<file path="config.mk">
export PLATFORM = sky130hd
export DESIGN_NAME = dither_estimator
export DESIGN_NICKNAME = d
export VERILOG_FILES = /design/src/rtl/est_pkg.sv /design/src/rtl/est_window_counter.sv /design/src/rtl/est_scaler.sv /design/src/rtl/dither_estimator.sv
export SDC_FILE = /design/constraint.sdc
export NUM_CORES = 1
export LEC_CHECK = 0
export CAP_MARGIN = 30
export CORE_ASPECT_RATIO = 0.75
export CORE_MARGIN = 4
export CORE_UTILIZATION = 55
export DETAILED_ROUTE_END_ITERATION = 10
export MAX_ROUTING_LAYER = met4
export PLACE_DENSITY = 0.76
export SLEW_MARGIN = 10
export SYNTH_ARGS = -nofsm -noshare
export SYNTH_HDL_FRONTEND = slang
export SYNTH_SLANG_ARGS = --single-unit
</file>
<file path="constraint.sdc">
create_clock -name clk -period 14.5 [get_ports clk]
set_clock_uncertainty 0.05 [all_clocks]
set_input_delay 2.9 -clock clk [delete_from_list [all_inputs] [get_ports clk]]
set_output_delay 2.9 -clock clk [all_outputs]
set_load 0.1 [all_outputs]
</file>
<file path="src/rtl/est_pkg.sv">
package est_pkg;
  typedef enum logic {
    ST_IDLE = 1'b0,
    ST_RUN  = 1'b1
  } est_state_e;
endpackage

</file>
<file path="src/rtl/est_window_counter.sv">
module est_window_counter
  import est_pkg::*;
#(
  parameter int WIN_LOG2 = 6,
  localparam int ONES_W  = WIN_LOG2 + 1
) (
  input  logic              clk,
  input  logic              rst,
  input  logic              start,
  input  logic              smp_stb,
  input  logic              smp_bit,
  output logic              last_hit,
  output logic [ONES_W-1:0] ones_final
);
  localparam logic [WIN_LOG2-1:0] IDX_LAST = {WIN_LOG2{1'b1}};

  est_state_e          state;
  logic [WIN_LOG2-1:0] idx;
  logic [ONES_W-1:0]   ones;
  logic                take;

  assign take       = (state == ST_RUN) && smp_stb && !start;
  assign last_hit   = take && (idx == IDX_LAST);
  assign ones_final = ones + ONES_W'(smp_bit);

  always_ff @(posedge clk) begin
    if (rst) begin
      state <= ST_IDLE;
      idx   <= '0;
      ones  <= '0;
    end else if (start) begin
      state <= ST_RUN;
      idx   <= '0;
      ones  <= '0;
    end else if (take) begin
      ones <= ones_final;
      idx  <= idx + 1'b1;
      if (idx == IDX_LAST) state <= ST_IDLE;
    end
  end
endmodule

</file>
<file path="src/rtl/est_scaler.sv">
module est_scaler #(
  parameter int WIN_LOG2  = 6,
  parameter int THRESH_MV = 500,
  parameter int SPAN_MV   = 500,
  parameter int EST_W     = 16,
  localparam int ONES_W   = WIN_LOG2 + 1,
  localparam int SPAN_W   = $clog2(SPAN_MV + 1),
  localparam int PROD_W   = ONES_W + SPAN_W
) (
  input  logic              clk,
  input  logic              rst,
  input  logic              last_hit,
  input  logic [ONES_W-1:0] ones_final,
  output logic [EST_W-1:0]  est_mv,
  output logic              est_valid
);
  localparam int HALF_MV = SPAN_MV / 2;

  logic [PROD_W-1:0] prod;
  logic [PROD_W-1:0] frac;
  logic [EST_W-1:0]  est_next;

  assign prod     = PROD_W'(ones_final) * PROD_W'(SPAN_MV);
  assign frac     = prod >> WIN_LOG2;
  assign est_next = EST_W'(THRESH_MV) + EST_W'(frac) - EST_W'(HALF_MV);

  always_ff @(posedge clk) begin
    if (rst) begin
      est_mv    <= '0;
      est_valid <= 1'b0;
    end else begin
      est_valid <= last_hit;
      if (last_hit) est_mv <= est_next;
    end
  end
endmodule

</file>
<file path="src/rtl/dither_estimator.sv">
module dither_estimator #(
  parameter int WIN_LOG2  = 6,
  parameter int THRESH_MV = 500,
  parameter int SPAN_MV   = 500,
  parameter int EST_W     = 16
) (
  input  logic             clk,
  input  logic             rst,
  input  logic             start,
  input  logic             smp_stb,
  input  logic             smp_bit,
  output logic [EST_W-1:0] est_mv,
  output logic             est_valid
);
  localparam int ONES_W = WIN_LOG2 + 1;

  logic              last_hit;
  logic [ONES_W-1:0] ones_final;

  est_window_counter #(.WIN_LOG2(WIN_LOG2)) u_count (
    .clk(clk), .rst(rst), .start(start), .smp_stb(smp_stb), .smp_bit(smp_bit),
    .last_hit(last_hit), .ones_final(ones_final)
  );

  est_scaler #(
    .WIN_LOG2(WIN_LOG2), .THRESH_MV(THRESH_MV), .SPAN_MV(SPAN_MV), .EST_W(EST_W)
  ) u_scale (
    .clk(clk), .rst(rst), .last_hit(last_hit), .ones_final(ones_final),
    .est_mv(est_mv), .est_valid(est_valid)
  );
endmodule

</file>
==> impl_metrics.env <==
export IMPL_outcome="finished clean"
export IMPL_grt_use_total=0.203
export IMPL_dp_cells=420
export IMPL_cts_num_sinks=31
export IMPL_cp_required_ns=14.61
export IMPL_final_util=0.660
export IMPL_grt_pass1_vias=2234
export IMPL_fin_total_pwr_mw=0.197
export IMPL_rows=22
export IMPL_synth_edf_count=0
export IMPL_final_cells=428
export IMPL_crit_path_max_fanout=7
export IMPL_p_seq_frac=0.437
export IMPL_ys_types=59
export IMPL_clock_latency_ns=0.29
export IMPL_synth_common_cells="39 x ha_1, 31 x dfxtp_1, 31 x inv_1"
export IMPL_slew_headroom=0.339
export IMPL_switching_share=0.239
export IMPL_grt_pass1_wl_mm=10.7
export IMPL_max_stage_delay_ns=0.69
export IMPL_cts_clk_slew_worst_paths_ns=0.06
export IMPL_fillers=453
export IMPL_drt_pass1_iterations=4
export IMPL_synth_seq_cells=31
export IMPL_wl_per_cell_um=14.5
export IMPL_clock_path_buffers=2
export IMPL_dieArea_um2=6690
export IMPL_routed_wl_mm=6.20
export IMPL_grt_busiest_layer="met1"
export IMPL_cp_arrival_ns=9.00
export IMPL_power_frac_clock=0.449
export IMPL_io_pins=22
export IMPL_yosys_top_cells_area="dfxtp_1 21%, ha_1 16%, fa_1 9.4%"
export IMPL_cts_tree="built"
export IMPL_ys_seq_area_frac=0.208
export IMPL_drv_cap=0
export IMPL_leakage_nw=1.58
export IMPL_p_int_mw=0.150
export IMPL_io_buffers=21
export IMPL_critPathCaptureType="flop"
export IMPL_placed_area_um2=3220
export IMPL_vias=2442
export IMPL_root_buffer="clkbuf_8"
export IMPL_comb_power_share=0.114
export IMPL_drtAntennaViolNets=0
export IMPL_fp_dieH_um=71.8
export IMPL_syn_inst=338
export IMPL_chipWidth_um=93.1
export IMPL_final_nets=413
export IMPL_cp_num_buf_inv=2
export IMPL_hold_slack_ns=0.406
export IMPL_synth_fp_nets=396
export IMPL_synthArstFlopShare=0
export IMPL_post_cts_buffers=0
export IMPL_ctsResizeCount=0
export IMPL_avgViaCountPerCell=5.71
export IMPL_fin_crit_ns=8.88
export IMPL_hold_path_class="flop to flop"
export IMPL_core_um2=5060
export IMPL_synthFlopType="dfxtp_1"
export IMPL_netlist_area_leader_share=0.208
export IMPL_p_sw_mw=0.0471
export IMPL_synth_most_common_cell="ha_1"
export IMPL_period_share=0.613
export IMPL_slowest_stage="xnor2_1"
export IMPL_path_class="input port to flop"
export IMPL_drtIter0Drc=138
export IMPL_drv_slew=0
export IMPL_yosys_area_top_type="dfxtp_1"
export IMPL_ys_warn_count=0
export IMPL_clock_fmax_mhz=113
export IMPL_htreeDepth=2
export IMPL_worstSetupStartpointType="input port"
export IMPL_setup_viol=0
export IMPL_synth_area_um2=2990
export IMPL_antenna_found_initial=0
export IMPL_critPathTopFamily="adder cells"
export IMPL_final_hold_viol_count=0
export IMPL_area_growth_pct=11.8
export IMPL_drive_gt1_frac=0.0646
export IMPL_antenna_cells=0
export IMPL_rsz0062_at_grt="false"
export IMPL_gp_congestion=0.958
export IMPL_path_cells="clkdlybuf4s50_1 -> ha_1 -> nand3_1 -> nor2_1 -> xnor2_1 -> fa_1 -> fa_1 -> inv_1 -> fa_1 -> ha_1 -> ha_1 -> or3_1 -> a221o_1 -> and3_4 -> or2_4 -> or3_4 -> a2111oi_0 -> a2bb2oi_1 -> nor3_1"
export IMPL_fin_ws_ns=5.62
export IMPL_power_density_nw_per_um2=59.0
export IMPL_setup_tns_ns=0
export IMPL_postCtsHoldBufs=0
export IMPL_post_place_ws_ns=5.33
export IMPL_numCtsBuffers=5
export IMPL_synth_area_per_cell_um2=8.84
export IMPL_stdcell_area_um2=3340
export IMPL_grt_max_degree=15
export IMPL_start_util=0.590
export IMPL_use_met2=0.283
export IMPL_grt_ovfl_total=0
export IMPL_tightestPinTransition_ns=0.988
export IMPL_ir_drop_v=0.0000447
export IMPL_met1_usage=0.299
export IMPL_drc=0
export IMPL_hpwl_mm=4.94
export IMPL_grt_use_met3=0.0388
## cell usage in the layout, fill, tap and decap left out, types with 3 or more instances in the layout
master / Yosys / layout
nor2b_1: 4 / 4
a211o_1: 3 / 3
or3_1: 4 / 4
xor2_1: 14 / 14
nand4_1: 3 / 3
nor3_1: 7 / 7
clkdlybuf4s50_1: 0 / 21
ha_1: 39 / 39
nand2_1: 12 / 12
nand2b_1: 5 / 5
or2_2: 3 / 3
dfxtp_1: 31 / 31
and2_1: 3 / 3
a211oi_2: 3 / 3
mux2i_1: 5 / 5
o21ai_1: 3 / 3
inv_1: 31 / 31
a21oi_1: 19 / 19
xnor2_1: 24 / 24
and3_1: 9 / 9
nor2_1: 29 / 29
fa_1: 14 / 14
o21ai_0: 4 / 4
a211oi_1: 3 / 3
clkbuf_8: 0 / 6
nand3_1: 11 / 11
a21o_1: 7 / 7
## cells by family (layout without fill, tap and decap cells)
logic type,Yosys count,count (layout),share of synthesized area
AO/OA/AOI/OAI,69,69,0.171
XOR/XNOR,38,38,0.111
adder cells (fa/ha/maj),53,53,0.257
buffers and inverters,42,60,0.0607
flip-flops,31,31,0.208
multiplexers,5,5,0.0167
AND/OR/NAND/NOR,100,100,0.176
## worst register-to-register path: stages (launching register included)
cell and delay, ns:
dfxtp_1 0.33, ha_1 0.22, nand3_1 0.17, nor2_1 0.08, xnor2_1 0.69, fa_1 0.59, fa_1 0.53, inv_1 0.06
fa_1 0.47, ha_1 0.32, ha_1 0.27, or3_1 0.38, a221o_1 0.32, and3_4 0.22, or2_4 0.27, or3_4 0.39
a2111oi_0 0.40, a2bb2oi_1 0.19, nor3_1 0.07
## per-layer routing
| metal | up-vias | part of all wire |
|---|---|---|
| met5 | - | 0 |
| met4 | 0 | 0.0092 |
| met3 | 8 | 0.065 |
| met2 | 72 | 0.42 |
| met1 | 1145 | 0.50 |
| li1 | 1217 | - |
## final cells by class
cell class / instances / area, µm² / area share
tap: 72 / 90.1 / 0.0270
multi-input combinational: 265 / 2190 / 0.654
clock buffer: 6 / 82.6 / 0.0247
timing repair buffer: 21 / 210 / 0.0629
clock inverter: 2 / 35.0 / 0.0105
sequential: 31 / 621 / 0.186
inverter: 31 / 116 / 0.0348
## power groups by stage
stage | Sequential (mW) | Clock (mW) | Combinational (mW)
floorplan | 0.0883 | 0 | 0.0168
global placement | 0.0881 | 0 | 0.0216
detailed placement | 0.0881 | 0 | 0.0221
CTS | 0.0861 | 0.0909 | 0.0224
global route | 0.0861 | 0.0953 | 0.0247
finish | 0.0861 | 0.0884 | 0.0225
## flip-flops by register name, summed over array words and instances, names as in the netlist
register,flops
u_count.idx,6
u_count.ones,7
u_scale.est_mv,16
u_scale.est_valid,1
u_count.state,1
## worst paths after layout
kind / depth (start not counted) / endpoint / startpoint / slack [ns]
setup / recovery: 19 / u_scale.est_mv[10] / smp_bit / 5.62
hold / removal: 1 / u_scale.est_mv[13] / u_scale.est_mv[13] / 0.41
setup reg to reg: 18 / u_scale.est_mv[10] / u_count.ones[0] / 8.36
hold reg to reg: 1 / u_scale.est_mv[13] / u_scale.est_mv[13] / 0.41
Note: power is estimated with default switching activity, not from simulation.
